File: src/rtl/txf_pkg.sv
package txf_pkg;
    typedef enum logic [2:0] {
        ST_IDLE,
        ST_DATA,
        ST_PAD,
        ST_FCS,
        ST_DRAIN
    } txf_state_e;

    localparam int FCS_BYTES = 4;
    localparam logic [31:0] CRC_POLY_REFL = 32'hEDB8_8320;
endpackage

File: src/rtl/txf_crc8.sv
module txf_crc8
    import txf_pkg::*;
(
    input  logic [31:0] crc_i,
    input  logic [7:0]  data_i,
    output logic [31:0] crc_o
);
    // Eight LSB-first shift steps of the reflected CRC-32.
    always_comb begin
        crc_o = crc_i ^ {24'd0, data_i};
        for (int b = 0; b < 8; b++) begin
            crc_o = crc_o[0] ? ((crc_o >> 1) ^ CRC_POLY_REFL) : (crc_o >> 1);
        end
    end
endmodule

File: src/rtl/tx_pad_fcs.sv
module tx_pad_fcs
    import txf_pkg::*;
#(
    parameter int LEN_W     = 14,
    parameter int MIN_FRAME = 64
) (
    input  logic             clk,
    input  logic             rst_n,
    input  logic             cfg_en,
    input  logic             cfg_pad_en,
    input  logic             cfg_crc_en,
    input  logic [LEN_W-1:0] cfg_max_len,
    input  logic             in_valid,
    output logic             in_ready,
    input  logic [7:0]       in_data,
    input  logic             in_sop,
    input  logic             in_eop,
    output logic             out_valid,
    input  logic             out_ready,
    output logic [7:0]       out_data,
    output logic             out_sop,
    output logic             out_eop,
    output logic             out_err,
    output logic             byte_inc,
    output logic             frame_done
);
    localparam logic [LEN_W-1:0] TGT_WITH_FCS = LEN_W'(MIN_FRAME - FCS_BYTES);
    localparam logic [LEN_W-1:0] TGT_NO_FCS   = LEN_W'(MIN_FRAME);
    localparam logic [LEN_W-1:0] FCS_LEN      = LEN_W'(FCS_BYTES);

    typedef struct packed {
        txf_state_e       st;
        logic [LEN_W-1:0] cnt;   // data + pad bytes sent in this frame
        logic [31:0]      crc;
        logic [1:0]       fidx;
        logic             pad;   // settings captured at the start beat
        logic             fcs;
        logic [LEN_W-1:0] lim;
        logic             cut;
    } ctx_t;

    ctx_t q, d;

    logic             idle, open_gate, acc, last_beat, at_lim, need_pad;
    logic             e_pad, e_fcs;
    logic [LEN_W-1:0] e_lim, data_lim, pad_tgt, cnt_n;
    logic [7:0]       crc_din;
    logic [31:0]      crc_base, crc_next, fcs_word;

    txf_crc8 u_crc (
        .crc_i (crc_base),
        .data_i(crc_din),
        .crc_o (crc_next)
    );

    always_comb begin
        d         = q;
        idle      = (q.st == ST_IDLE);
        e_pad     = idle ? cfg_pad_en  : q.pad;
        e_fcs     = idle ? cfg_crc_en  : q.fcs;
        e_lim     = idle ? cfg_max_len : q.lim;
        data_lim  = e_lim - (e_fcs ? FCS_LEN : '0);
        pad_tgt   = e_fcs ? TGT_WITH_FCS : TGT_NO_FCS;
        cnt_n     = (idle ? '0 : q.cnt) + LEN_W'(1);
        crc_base  = idle ? '1 : q.crc;
        crc_din   = in_data;
        fcs_word  = ~q.crc;
        open_gate = 1'b0;
        acc       = 1'b0;
        at_lim    = 1'b0;
        last_beat = 1'b0;
        need_pad  = 1'b0;
        in_ready  = 1'b0;
        out_valid = 1'b0;
        out_data  = 8'h00;
        out_sop   = 1'b0;
        out_eop   = 1'b0;
        out_err   = 1'b0;

        case (q.st)
            ST_IDLE, ST_DATA: begin
                if (idle && !in_sop) begin
                    in_ready = 1'b1;                 // stray beat: discard
                end else begin
                    open_gate = !idle || cfg_en;
                    out_valid = in_valid && open_gate;
                    in_ready  = out_ready && open_gate;
                    out_data  = in_data;
                    out_sop   = idle;
                    at_lim    = (cnt_n >= data_lim);
                    last_beat = in_eop || at_lim;
                    need_pad  = e_pad && (cnt_n < pad_tgt);
                    out_eop   = last_beat && !need_pad && !e_fcs;
                    out_err   = out_eop && at_lim && !in_eop;
                    acc       = out_valid && out_ready;
                    if (acc) begin
                        d.st   = ST_DATA;
                        d.cnt  = cnt_n;
                        d.crc  = crc_next;
                        d.pad  = e_pad;
                        d.fcs  = e_fcs;
                        d.lim  = e_lim;
                        d.cut  = at_lim && !in_eop;
                        d.fidx = 2'd0;
                        if (last_beat) begin
                            if (need_pad)                  d.st = ST_PAD;
                            else if (e_fcs)                d.st = ST_FCS;
                            else if (at_lim && !in_eop)    d.st = ST_DRAIN;
                            else                           d.st = ST_IDLE;
                        end
                    end
                end
            end
            ST_PAD: begin
                crc_din   = 8'h00;
                out_valid = 1'b1;
                out_eop   = (cnt_n == pad_tgt) && !q.fcs;
                if (out_ready) begin
                    d.cnt = cnt_n;
                    d.crc = crc_next;
                    if (cnt_n == pad_tgt) d.st = q.fcs ? ST_FCS : ST_IDLE;
                end
            end
            ST_FCS: begin
                out_valid = 1'b1;
                out_data  = fcs_word[8*q.fidx +: 8];
                out_eop   = (q.fidx == 2'd3);
                out_err   = out_eop && q.cut;
                if (out_ready) begin
                    d.fidx = q.fidx + 2'd1;
                    if (q.fidx == 2'd3) d.st = q.cut ? ST_DRAIN : ST_IDLE;
                end
            end
            ST_DRAIN: begin
                in_ready = 1'b1;
                if (in_valid && in_eop) d.st = ST_IDLE;
            end
            default: d.st = ST_IDLE;
        endcase

        byte_inc   = out_valid && out_ready;
        frame_done = byte_inc && out_eop;
    end

    always_ff @(posedge clk or negedge rst_n) begin
        if (!rst_n) begin
            q <= '{st: ST_IDLE, cnt: '0, crc: '1, fidx: 2'd0,
                   pad: 1'b0, fcs: 1'b0, lim: '0, cut: 1'b0};
        end else begin
            q <= d;
        end
    end

    // a held start beat sees no acceptance and produces no output
    a_r1_hold_when_off: assert property (@(posedge clk) disable iff (!rst_n)
        (q.st == ST_IDLE && !cfg_en && in_sop) |-> (!in_ready && !out_valid));

    // once a frame has started, a non-final transfer never returns to idle
    a_r2_frame_runs_on: assert property (@(posedge clk) disable iff (!rst_n)
        (q.st != ST_IDLE && q.st != ST_DRAIN && out_valid && out_ready && !out_eop)
        |=> (q.st != ST_IDLE));

    // padding only when enabled and only below the target length
    a_r3_pad_bounded: assert property (@(posedge clk) disable iff (!rst_n)
        (q.st == ST_PAD) |-> (q.pad && (q.cnt < (q.fcs ? TGT_WITH_FCS : TGT_NO_FCS))));

    // an FCS byte stays put while the sink stalls
    a_r4_fcs_stable: assert property (@(posedge clk) disable iff (!rst_n)
        (q.st == ST_FCS && !out_ready) |=> (out_valid && $stable(out_data)));

    // FCS bytes only in frames captured with the FCS on
    a_r5_fcs_gated: assert property (@(posedge clk) disable iff (!rst_n)
        (q.st == ST_FCS) |-> q.fcs);

    // the running count never passes the captured ceiling
    a_r6_under_ceiling: assert property (@(posedge clk) disable iff (!rst_n)
        (q.st != ST_IDLE) |-> (q.cnt <= q.lim));
endmodule

File: config.mk
export PLATFORM = sky130hd
export DESIGN_NAME = tx_pad_fcs
export DESIGN_NICKNAME = d
export VERILOG_FILES = /design/src/rtl/txf_pkg.sv /design/src/rtl/txf_crc8.sv /design/src/rtl/tx_pad_fcs.sv
export SDC_FILE = /design/constraint.sdc
export NUM_CORES = 1
export LEC_CHECK = 0
export ABC_CLOCK_PERIOD_IN_PS = 6530
export CAP_MARGIN = 10
export CORE_MARGIN = 5
export CORE_UTILIZATION = 55
export CTS_CLUSTER_SIZE = 8
export DETAILED_ROUTE_END_ITERATION = 16
export DONT_BUFFER_PORTS = 1
export GPL_TIMING_DRIVEN = 0
export PLACE_DENSITY = 0.7
export SYNTH_ARGS = -nofsm -noshare
export SYNTH_HDL_FRONTEND = slang
export SYNTH_SLANG_ARGS = --single-unit
File: constraint.sdc
create_clock -name clk -period 6.53 [get_ports clk]
set_input_delay 0.653 -clock clk [delete_from_list [all_inputs] [get_ports clk]]
set_output_delay 0.653 -clock clk [all_outputs]
set_load 0.01 [all_outputs]
==> Yosys cells after proc, flatten, opt, wreduce, memory -nomap -nowiden <==
Cells that the tools add are included.
{ "word_totals": {"word_cells": 115, "input_bits": 31, "output_inout_bits": 15, "register_bits": 68} }
{ "op_classes": {"n_lt_le_gt_ge": 2, "muxes": 45, "eq_ne": 13, "n_reduce_logical": 32, "n_addsub": 3, "n_bitwise": 11, "n_shift": 1} }
{ "op_table": {"columns": ["operator", "n"], "rows": [
  ["2-to-1 mux 32 bit", 9],
  ["2-to-1 mux 68 bit", 2],
  ["inverter 13 -> 14 bit", 8],
  ["one-hot mux 46 bit (2 select lines)", 1],
  ["2-to-1 mux 49 bit", 1],
  ["inverter 32 bit", 1],
  ["variable part select 32 x 6 -> 8 bit", 1],
  ["bitwise XOR 32 x 8 -> 32 bit", 1],
  ["2-to-1 mux 3 bit", 10],
  ["2-to-1 mux 14 bit", 2],
  ["2-to-1 mux 8 bit", 2],
  ["one-hot mux 8 bit (2 select lines)", 1],
  ["logical AND 1 bit", 15],
  ["adder 14 x 1 -> 14 bit, second input constant", 1],
  ["equality test 14 x 7 -> 1 bit", 1],
  [">= comparator 14 bit", 1],
  ["< comparator 14 x 7 -> 1 bit", 1],
  ["!= test 2 bit, second input constant", 7],
  ["subtractor 14 x 3 -> 14 bit", 1],
  ["one-hot mux 3 bit (4 select lines)", 1],
  ["2-to-1 mux 1 bit", 8],
  ["AND reduction 4 bit", 2],
  ["2-to-1 mux 7 bit", 1],
  ["AND reduction 7 bit", 1],
  ["16 further kinds", 28]
]} }

==> Longest topological paths before layout <==
Gate-level depths: netlist of the first run.
{ "logic_depth": {"depth_word": 22, "depth_mapped": 20, "depth_no_buf": 16} }

==> Modules after synthesis <==
A second synthesis of the first run with hierarchy kept.
{ "hier_totals": {"hier_cells": 533, "area_unflattened_um2": 5626.6} }
{ "by_module_without_submodules": {"columns": ["mod", "n_inst", "seq_area_each_um2", "cells_per_inst", "area_per_inst_um2"], "rows": [
  ["tx_pad_fcs", 1, 1741.7, 464, 4760.8],
  ["txf_crc8", 1, 0.0, 69, 865.8]
]} }

==> Least setup slack after synthesis of the first run <==
No wires, ideal clock.
{ "synth_path": {"path_kind": "register to output", "startpoint": "register q[66] (netlist bit)", "endpoint": "output frame_done", "path_slack_ps": 1166, "stages_incl_launch_ff": 21, "arrival_ps": 4711, "required_time_ps": 5877, "n_path_buf": 5, "path_cell_list": "dfrtp_1 > buf_6 > nor3_4 > buf_6 > buf_2 > buf_2 > buf_1 > mux2i_1 > ha_1 > ha_1 > o2111a_1 > o21a_1 > o21ai_0 > xnor2_1 > ha_1 > nand4_1 > o41ai_1 > nor3_1 > a21o_1 > o311ai_1 > and2_1"} }
{ "synth_between": {"elab_chain_len": 11, "elab_cells_between_ends": 34, "classes_between": "2 x add/sub; 2 x order compare; 4 x eq/ne; 10 x mux; 16 x reduce/logical"} }
{ "synth_lines": {"columns": ["element", "line", "source"], "rows": [
  ["start, declared", "tx_pad_fcs.sv:42", "ctx_t q, d;"],
  ["start signal, assigned", "tx_pad_fcs.sv:147", "q <= '{st: ST_IDLE, cnt: '0, crc: '1, fidx: 2'd0,"],
  ["logical NOT 3 bit", "tx_pad_fcs.sv:58, tx_pad_fcs.sv:80", null],
  ["2-to-1 mux 1 bit or 2-to-1 mux 14 bit (tied branches)", "tx_pad_fcs.sv:60, tx_pad_fcs.sv:64", null],
  ["2-to-1 mux 3 bit, or another cell as far along", "tx_pad_fcs.sv:62", "data_lim = e_lim - (e_fcs ? FCS_LEN : '0);"],
  ["subtractor 14 x 3 -> 14 bit or < comparator 14 x 7 -> 1 bit (tied branches)", "tx_pad_fcs.sv:62, tx_pad_fcs.sv:92", null],
  [">= comparator 14 bit or logical AND 1 bit (tied branches)", "tx_pad_fcs.sv:90, tx_pad_fcs.sv:92", null],
  ["logical OR 1 bit or logical NOT 1 bit (tied branches)", "tx_pad_fcs.sv:91, tx_pad_fcs.sv:93", null],
  ["logical AND 1 bit (2 in series)", "tx_pad_fcs.sv:93", "out_eop = last_beat && !need_pad && !e_fcs;"],
  ["2-to-1 mux 1 bit", "tx_pad_fcs.sv:82", "if (idle && !in_sop) begin"],
  ["one-hot mux 1 bit (3 select lines) (*)", "tx_pad_fcs.sv:80", "case (q.st)"],
  ["net out_eop", "tx_pad_fcs.sv:22", "output logic out_eop,"],
  ["logical AND 1 bit (*)", "tx_pad_fcs.sv:142", "frame_done = byte_inc && out_eop;"],
  ["end, declared", "tx_pad_fcs.sv:25", "output logic frame_done"]
]} }
Mark *: on every way through the listed nets, which the timed path passes. The rest lies on a longest branch.

==> Worst setup path in the final report of the first run <==
Same ends and word-level chain as after synthesis.

==> results of run 1 <==
[layout make-up]
cell class                      count  share of cell area, %
Timing Repair Buffer                3                  0.603
Multi-Input combinational cell    465                   60.3
Clock inverter                      5                   1.03
Sequential cell                    68                   30.0
Buffer                             23                   2.11
Inverter                           10                  0.647
Clock buffer                       11                   2.44
Tap cell                          133                   2.87
[where the power goes]
group / total [mW] / leakage [nW] / switching (mW) / internal [mW]
clock: 0.365 / 0.0999 / 0.177 / 0.188
combinational: 1.99 / 1.60 / 1.08 / 0.914
sequential: 0.775 / 0.803 / 0.130 / 0.646
total: 3.13 / 2.50 / 1.38 / 1.75
[timing repair]
action,CTS,global route
hold endpoints to repair,36,0
gates resized for setup,1,1
hold buffers,1,0
pin swaps,1,1
setup buffers,0,2
endpoints found under the setup margin,3,2
[placed cells by master (no fill, tap or decap), types with 4 or more instances in the layout]
| master | synthesis | final |
|---|---|---|
| sky130_fd_sc_hd__nand2_1 | 75 | 75 |
| sky130_fd_sc_hd__nor2_1 | 55 | 55 |
| sky130_fd_sc_hd__xnor2_1 | 50 | 50 |
| sky130_fd_sc_hd__o21ai_0 | 47 | 47 |
| sky130_fd_sc_hd__dfrtp_1 | 36 | 36 |
| sky130_fd_sc_hd__dfstp_2 | 32 | 32 |
| sky130_fd_sc_hd__mux2_2 | 25 | 25 |
| sky130_fd_sc_hd__xor2_1 | 23 | 23 |
| sky130_fd_sc_hd__ha_1 | 23 | 23 |
| sky130_fd_sc_hd__a21oi_1 | 15 | 15 |
| sky130_fd_sc_hd__nor3_1 | 15 | 15 |
| sky130_fd_sc_hd__mux2i_1 | 14 | 14 |
| sky130_fd_sc_hd__clkbuf_1 | 11 | 11 |
| sky130_fd_sc_hd__o21ai_1 | 10 | 10 |
| sky130_fd_sc_hd__nand3_1 | 10 | 10 |
| sky130_fd_sc_hd__inv_1 | 10 | 10 |
| sky130_fd_sc_hd__clkbuf_8 | 0 | 10 |
| sky130_fd_sc_hd__buf_2 | 9 | 8 |
| sky130_fd_sc_hd__mux4_2 | 8 | 8 |
| sky130_fd_sc_hd__nand4_1 | 6 | 6 |
| sky130_fd_sc_hd__and2_1 | 6 | 6 |
| sky130_fd_sc_hd__a21o_1 | 6 | 6 |
| sky130_fd_sc_hd__xor2_2 | 5 | 5 |
| sky130_fd_sc_hd__xnor2_4 | 5 | 5 |
| sky130_fd_sc_hd__or3_1 | 4 | 4 |
| sky130_fd_sc_hd__o21a_1 | 4 | 4 |
| sky130_fd_sc_hd__xnor2_2 | 4 | 4 |
[routing by layer]
metal / wire (µm) / track usage [%] / vias to the layer above
met3: 822 / 4.85 / 27
met4: 308 / 7.75 / 0
met2: 7070 / 43.3 / 119
li1: - / - / 2017
met5: 0 / 0 / -
met1: 5680 / 32.5 / 2065
[Yosys cell counts (3+ instances only)]
master | instances | area, µm²
sky130_fd_sc_hd__xor2_1 | 23 | 201
sky130_fd_sc_hd__and2_1 | 6 | 37.5
sky130_fd_sc_hd__nor2_1 | 55 | 206
sky130_fd_sc_hd__dfrtp_1 | 36 | 901
sky130_fd_sc_hd__and3_1 | 3 | 18.8
sky130_fd_sc_hd__nor3b_1 | 3 | 22.5
sky130_fd_sc_hd__xnor2_2 | 4 | 65.1
sky130_fd_sc_hd__nor4_1 | 3 | 18.8
sky130_fd_sc_hd__buf_6 | 3 | 33.8
sky130_fd_sc_hd__nand3_1 | 10 | 50.1
sky130_fd_sc_hd__a21oi_1 | 15 | 75.1
sky130_fd_sc_hd__xor2_2 | 5 | 81.3
sky130_fd_sc_hd__dfstp_2 | 32 | 841
sky130_fd_sc_hd__nand2_1 | 75 | 282
sky130_fd_sc_hd__buf_2 | 9 | 45.0
sky130_fd_sc_hd__inv_1 | 10 | 37.5
sky130_fd_sc_hd__a21o_1 | 6 | 45.0
sky130_fd_sc_hd__nor3_1 | 15 | 75.1
sky130_fd_sc_hd__o21ai_1 | 10 | 50.1
sky130_fd_sc_hd__ha_1 | 23 | 288
sky130_fd_sc_hd__o2111a_1 | 3 | 33.8
sky130_fd_sc_hd__nand4_1 | 6 | 37.5
sky130_fd_sc_hd__mux2i_1 | 14 | 140
sky130_fd_sc_hd__xnor2_4 | 5 | 138
sky130_fd_sc_hd__clkbuf_1 | 11 | 41.3
sky130_fd_sc_hd__xnor2_1 | 50 | 438
sky130_fd_sc_hd__or3_1 | 4 | 25.0
sky130_fd_sc_hd__mux4_2 | 8 | 180
sky130_fd_sc_hd__o21ai_0 | 47 | 235
sky130_fd_sc_hd__mux2_2 | 25 | 282
sky130_fd_sc_hd__o21a_1 | 4 | 30.0
[path summary, 6_finish.rpt]
path	start	to	cells after the start	slack (ns)
min in group clk	cfg_max_len[12]	q[13]	1	0.44
setup reg to reg	q[66]	q[65]	19	1.83
setup / recovery	q[66]	frame_done	19	0.48
max in group asynchronous	rst_n	q[7]	1	6.18
hold reg to reg	q[0]	q[0]	2	0.47
hold / removal	rst_n	q[19]	0	0.13
[stage by stage]
stage,TNS [ns],util (%),setup WS (ns)
3_5_place_dp,-0.274,57.5,-0.268
3_3_place_gp,-0.198,57.5,-0.198
4_1_cts,0,59.8,0.0223
5_1_grt,0,59.9,0.151
2_1_floorplan,0,-,1.17
6_report,0,59.9,0.484
[cell families after synthesis]
group           after synthesis  share of synthesized area, %
simple gates                195                          16.8
flops                        68                          32.3
compound gates              109                          12.5
buf+inv                      35                          3.06
mux                          47                          11.1
xor+xnor                     91                          18.9
fa+ha+maj                    23                          5.33
==> impl_metrics.yaml, run 1 <==
timing:
  worst_max_slew_margin_expressed_relative_to_the_limit_pct: 42.3
  timing_max_transition_violations_final: 0
  hold_slack_ns: 0.129
  timing.fmax_ghz: 0.165
  clock-skew-final_ns: 0.00704
  report.final.hold_viol_count: 0
  rsz_0062_raised_after_global_routing: "no"
  timing.final.crit_period_ns: 6.05
  min_period_over_period_pct: 92.6
  report.final.setup_viol: 0
  max_slew.worst_pin.slew_ns: 0.863
placed_design:
  dp.cells: 701
  dp.final_hpwl_mm: 10.0
  placement.io_buffers: 0
  place.gp.congestion: 0.972
  placed_area_mm2: 0.00557
yosys:
  asyncSetResetFlopFracSynth_pct: 100
  seq_area_frac_synth_pct: 32.3
  synth-edff-count: 0
  syn-num-nets: 622
  ys.flop_type: "sky130_fd_sc_hd__dfrtp_1"
  synthesis.instances: 568
  ys.warnings.count: 0
  synthesized_area_divided_by_synthesized_cell_count_um2: 9.51
  synth-seq-cells: 68
  count_of_different_cell_masters_after_synthesis: 67
  syn_area_mm2: 0.00540
drt:
  total_wire_length_mm: 13.9
  drc_violation_count_after_routing: 0
  detail-route-antenna-nets: 0
  wire_per_inst_um: 19.3
  drt-initial-drc-count: 277
  dr_total_vias: 4228
  routed_via_density: 5.89
  drt-pass1-iter-count: 7
floorplanning:
  die_height_um: 109
  die_width_um: 109
  starting_density_of_the_core_pct: 55.8
  floorplan.die_area_mm2: 0.0119
  rows: 36
  io_pins: 46
  core_region_area_mm2: 0.00968
grt:
  antenna_violations_before_repair: 0
  grt_pass1_wl_mm: 23.0
  vias_in_the_first_global_route: 4329
  globalRouteTotalUtil_pct: 25.4
  grt_start_max_net_pins: 37
  global_route.overflow_total: 0
pwr:
  cellPowerDensity_mw_per_mm2: 540
  power.ir.vdd_worst_v: 0.000278
  leakage_power_total_nw: 2.50
  fin_total_pwr_mw: 3.13
final_layout:
  layout.nets: 634
  top_regs: "q x68"
  instances_no_fill: 718
  multi_input_area_mm2: 0.00350
  largest_register_ffs: 68
  largest_register_by_flop_count: "q"
  finalInstanceArea_mm2: 0.00581
  drive_gt1_share_pct: 21.0
  antenna_fix_cells: 0
  sequential_cell_area_mm2: 0.00174
  fillers: 879
  syn_to_final_growth_pct: 7.51
flow_run:
  timing.max_cap.violations: 0
critical_path:
  critical_path.cell_chain: "buf_6, nor3_4, buf_6, buf_2, buf_4, mux2i_1, ha_1, ha_1, o2111a_1, o21a_1, o21ai_0, xnor2_1, ha_1, nand4_1, o41ai_2, o31ai_1, a21o_1, o311ai_1, and2_1"
  worstPathBufferInverterCount: 4
  critical_path.max_stage_delay_ns: 0.47
  crit_fanout: 19
  cp-start-kind: "flop"
  signal_arrival_time_at_the_worst_endpoint_ns: 5.39
  crit_path_end_kind: "output port"
  critical_path_required_ns: 5.88
  worst_path_most_repeated_cell: "sky130_fd_sc_hd__ha_1"
  timing_worst_setup_path_type: "flop to output port"
  cp_slowest_cell: "sky130_fd_sc_hd__o41ai_2"
  path_delay_family: "compound AO/OA/AOI/OAI gates"
clock_network:
  cts.reportedPaths.clkPinSlew_ns: 0.08
  cts-htree-levels: 3
  tritoncts: "built"
  cts-root-buf: "sky130_fd_sc_hd__clkbuf_8"
  clk_path_buf_depth: 2
  cts_inserted_buffers: 9
  worst_skew_pair.late_latency_ns: 0.36
  tritoncts_num_sinks: 68
min_path:
  hold_path_class: "primary input to async pin"
run_status:
  outcome: "finished clean"
(Power assumes the default switching activity.)
==> inputs of run 2 (changes only) <==
--- a/config.mk
+++ b/config.mk
@@ -5,7 +5,7 @@
 export SDC_FILE = /design/constraint.sdc
 export NUM_CORES = 1
 export LEC_CHECK = 0
-export ABC_CLOCK_PERIOD_IN_PS = 6530
+export ABC_CLOCK_PERIOD_IN_PS = 6650
 export CAP_MARGIN = 10
 export CORE_MARGIN = 5
 export CORE_UTILIZATION = 55
@@ -14,6 +14,7 @@
 export DONT_BUFFER_PORTS = 1
 export GPL_TIMING_DRIVEN = 0
 export PLACE_DENSITY = 0.7
+export RECOVER_POWER = 50
 export SYNTH_ARGS = -nofsm -noshare
 export SYNTH_HDL_FRONTEND = slang
 export SYNTH_SLANG_ARGS = --single-unit
==> constraint.sdc (replaced) <==
create_clock -name clk -period 6.65 [get_ports clk]
set_input_delay 0.665 -clock clk [delete_from_list [all_inputs] [get_ports clk]]
set_output_delay 0.665 -clock clk [all_outputs]
set_load 0.01 [all_outputs]
==> impl_metrics.yaml, run 2 (same netlist as run 1, synthesis figures left out) <==
pwr:
  leakage_power_total_nw: 2.48
  cellPowerDensity_mw_per_mm2: 532
  fin_total_pwr_mw: 3.07
  seq_power_share_pct: 24.8
  p_sw_mw: 1.36
  power.ir.vdd_worst_v: 0.000275
  sw_frac_of_total_pct: 44.1
  internal_power_mw: 1.72
  power_frac_clock_pct: 11.7
  combPwrFrac_pct: 63.6
critical_path:
  worst_path_most_repeated_cell: "sky130_fd_sc_hd__ha_1"
  worst_r2r_startpoint: "q[65]"
  crit_fanout: 19
  critical_path.startpoint: "q[65]"
  critical_path_required_ns: 5.98
  critical_path.cell_chain: "nor3_4, buf_6, buf_2, buf_4, mux2i_1, ha_1, ha_1, o2111a_1, o21a_1, o21ai_0, xnor2_1, ha_1, nand4_1, o41ai_1, o31ai_1, a21o_1, o311ai_1, and2_1"
  cp_slowest_cell: "sky130_fd_sc_hd__o41ai_1"
  path_delay_family: "compound AO/OA/AOI/OAI gates"
  signal_arrival_time_at_the_worst_endpoint_ns: 5.50
  critical_path.max_stage_delay_ns: 0.59
  cp-start-kind: "flop"
  worstPathBufferInverterCount: 3
  timing_worst_setup_path_type: "flop to output port"
  crit_path_end_kind: "output port"
clock_network:
  cts.reportedPaths.clkPinSlew_ns: 0.08
  tritoncts_num_sinks: 68
  cts_inserted_buffers: 9
  tritoncts: "built"
  cts-root-buf: "sky130_fd_sc_hd__clkbuf_8"
  clk_path_buf_depth: 2
  cts-htree-levels: 3
  worst_skew_pair.late_latency_ns: 0.36
floorplanning:
  die_height_um: 109
  core_region_area_mm2: 0.00968
  starting_density_of_the_core_pct: 55.8
  io_pins: 46
  die_width_um: 109
  floorplan.die_area_mm2: 0.0119
  rows: 36
timing:
  clock-skew-final_ns: 0.00676
  rsz_0062_raised_after_global_routing: "no"
  timing.fmax_ghz: 0.162
  worst_max_slew_margin_expressed_relative_to_the_limit_pct: -42.1
  timing.final.crit_period_ns: 6.16
  hold_slack_ns: 0.142
  min_period_over_period_pct: 92.7
  report.final.setup_viol: 0
  final.setup.worst_slack_ns: 0.486
  timing.setup.tns_ns: 0
  timing_max_transition_violations_final: 37
  report.final.hold_viol_count: 0
  max_slew.worst_pin.slew_ns: 2.13
grt:
  vias_in_the_first_global_route: 4328
  antenna_violations_before_repair: 0
  globalRouteTotalUtil_pct: 25.4
  grt_pass1_wl_mm: 23.0
  global_route.overflow_total: 0
  grt_start_max_net_pins: 37
placed_design:
  placed_area_mm2: 0.00557
  place.gp.congestion: 0.972
  placement.io_buffers: 0
  dp_worst_setup_slack_ns: -0.160
  dp.final_hpwl_mm: 10.0
final_layout:
  layout.nets: 634
  fillers: 880
  mostFrequentLayoutCells: "sky130_fd_sc_hd__nand2_1 (75), sky130_fd_sc_hd__nor2_1 (55), sky130_fd_sc_hd__xnor2_1 (50), sky130_fd_sc_hd__o21ai_0 (47), sky130_fd_sc_hd__dfrtp_1 (36)"
  largest_register_by_flop_count: "q"
  leading_cell_type_in_the_layout_fill_and_taps_excluded: "sky130_fd_sc_hd__nand2_1"
  largest_register_ffs: 68
  syn_to_final_growth_pct: 6.95
  antenna_fix_cells: 0
  finalInstanceArea_mm2: 0.00578
  top_regs: "q x68"
  drive_gt1_share_pct: 20.3
drt:
  drc_violation_count_after_routing: 0
  dr_total_vias: 4244
  drt-pass1-iter-count: 5
  routed_via_density: 5.91
  detail-route-antenna-nets: 0
  drt-initial-drc-count: 284
  total_wire_length_mm: 13.8
  wire_per_inst_um: 19.3
min_path:
  hold_path_class: "primary input to async pin"
run_status:
  violated_checks: "max-capacitance violations, max-slew violations"
  outcome: "finished with violations"
flow_run:
  timing.max_cap.violations: 1
run 2: final cells by class:
cell class                 instances  area [µm²]  area share, %
timing repair buffer               3        18.8          0.325
clock buffer                      11         141           2.45
buffer                            23         121           2.10
sequential                        68        1740           30.2
multi-input combinational        465        3490           60.4
tap                              133         166           2.88
inverter                          10        37.5          0.650
clock inverter                     5        60.1           1.04
run 2: worst register-to-register path, delay by kind of cell, from the launching register on:
kind / cells / cell delay (ns)
xor+xnor: 1 / 0.16
compound gates: 8 / 1.74
mux: 1 / 0.30
buf+inv: 3 / 0.85
simple gates: 2 / 0.36
flops: 1 / 0.46
fa+ha+maj: 3 / 0.81
run 2: final timing paths:
| kind | endpoint | slack, ns | depth (start not counted) |
|---|---|---|---|
| setup / recovery | frame_done | 0.49 | 18 |
| hold / removal | q[19] | 0.14 | 0 |
| setup reg to reg | q[65] | 1.84 | 18 |
| hold reg to reg | q[0] | 0.47 | 2 |
| max in group asynchronous | q[7] | 4.49 | 1 |
| min in group clk | q[13] | 0.46 | 1 |
run 2: power groups by stage:
stage,clock [mW],combinational (mW),sequential (mW)
global placement,0,1.91,0.757
detailed placement,0,1.93,0.767
CTS,0.370,1.95,0.759
finish,0.358,1.95,0.761
global route,0.391,2.14,0.785
floorplan,0,1.58,0.727
run 2: per-layer routing:
metal | wire, µm | vias up | track usage [%] | share of wire, %
met4 | 298 | 0 | 7.75 | 2.2
met5 | 0 | - | 0 | 0
met1 | 5670 | 2071 | 32.5 | 41
met2 | 7050 | 131 | 43.3 | 51
met3 | 823 | 23 | 4.85 | 5.9
li1 | - | 2019 | - | -
run 2: stage by stage:
stage / cells / util (%)
2_1_floorplan: 568 / -
3_3_place_gp: 701 / 57.5
3_5_place_dp: 701 / 57.5
4_1_cts: 717 / 59.8
5_1_grt: 718 / 59.6
6_report: 718 / 59.6
run 2: timing repair:
item                                    CTS  global route
endpoints found under the setup margin    2             1
setup buffers                             0             2
endpoints found under the hold margin    36             0
pin swaps                                 0             1
resized for setup                         1             0
hold buffers                              1             0
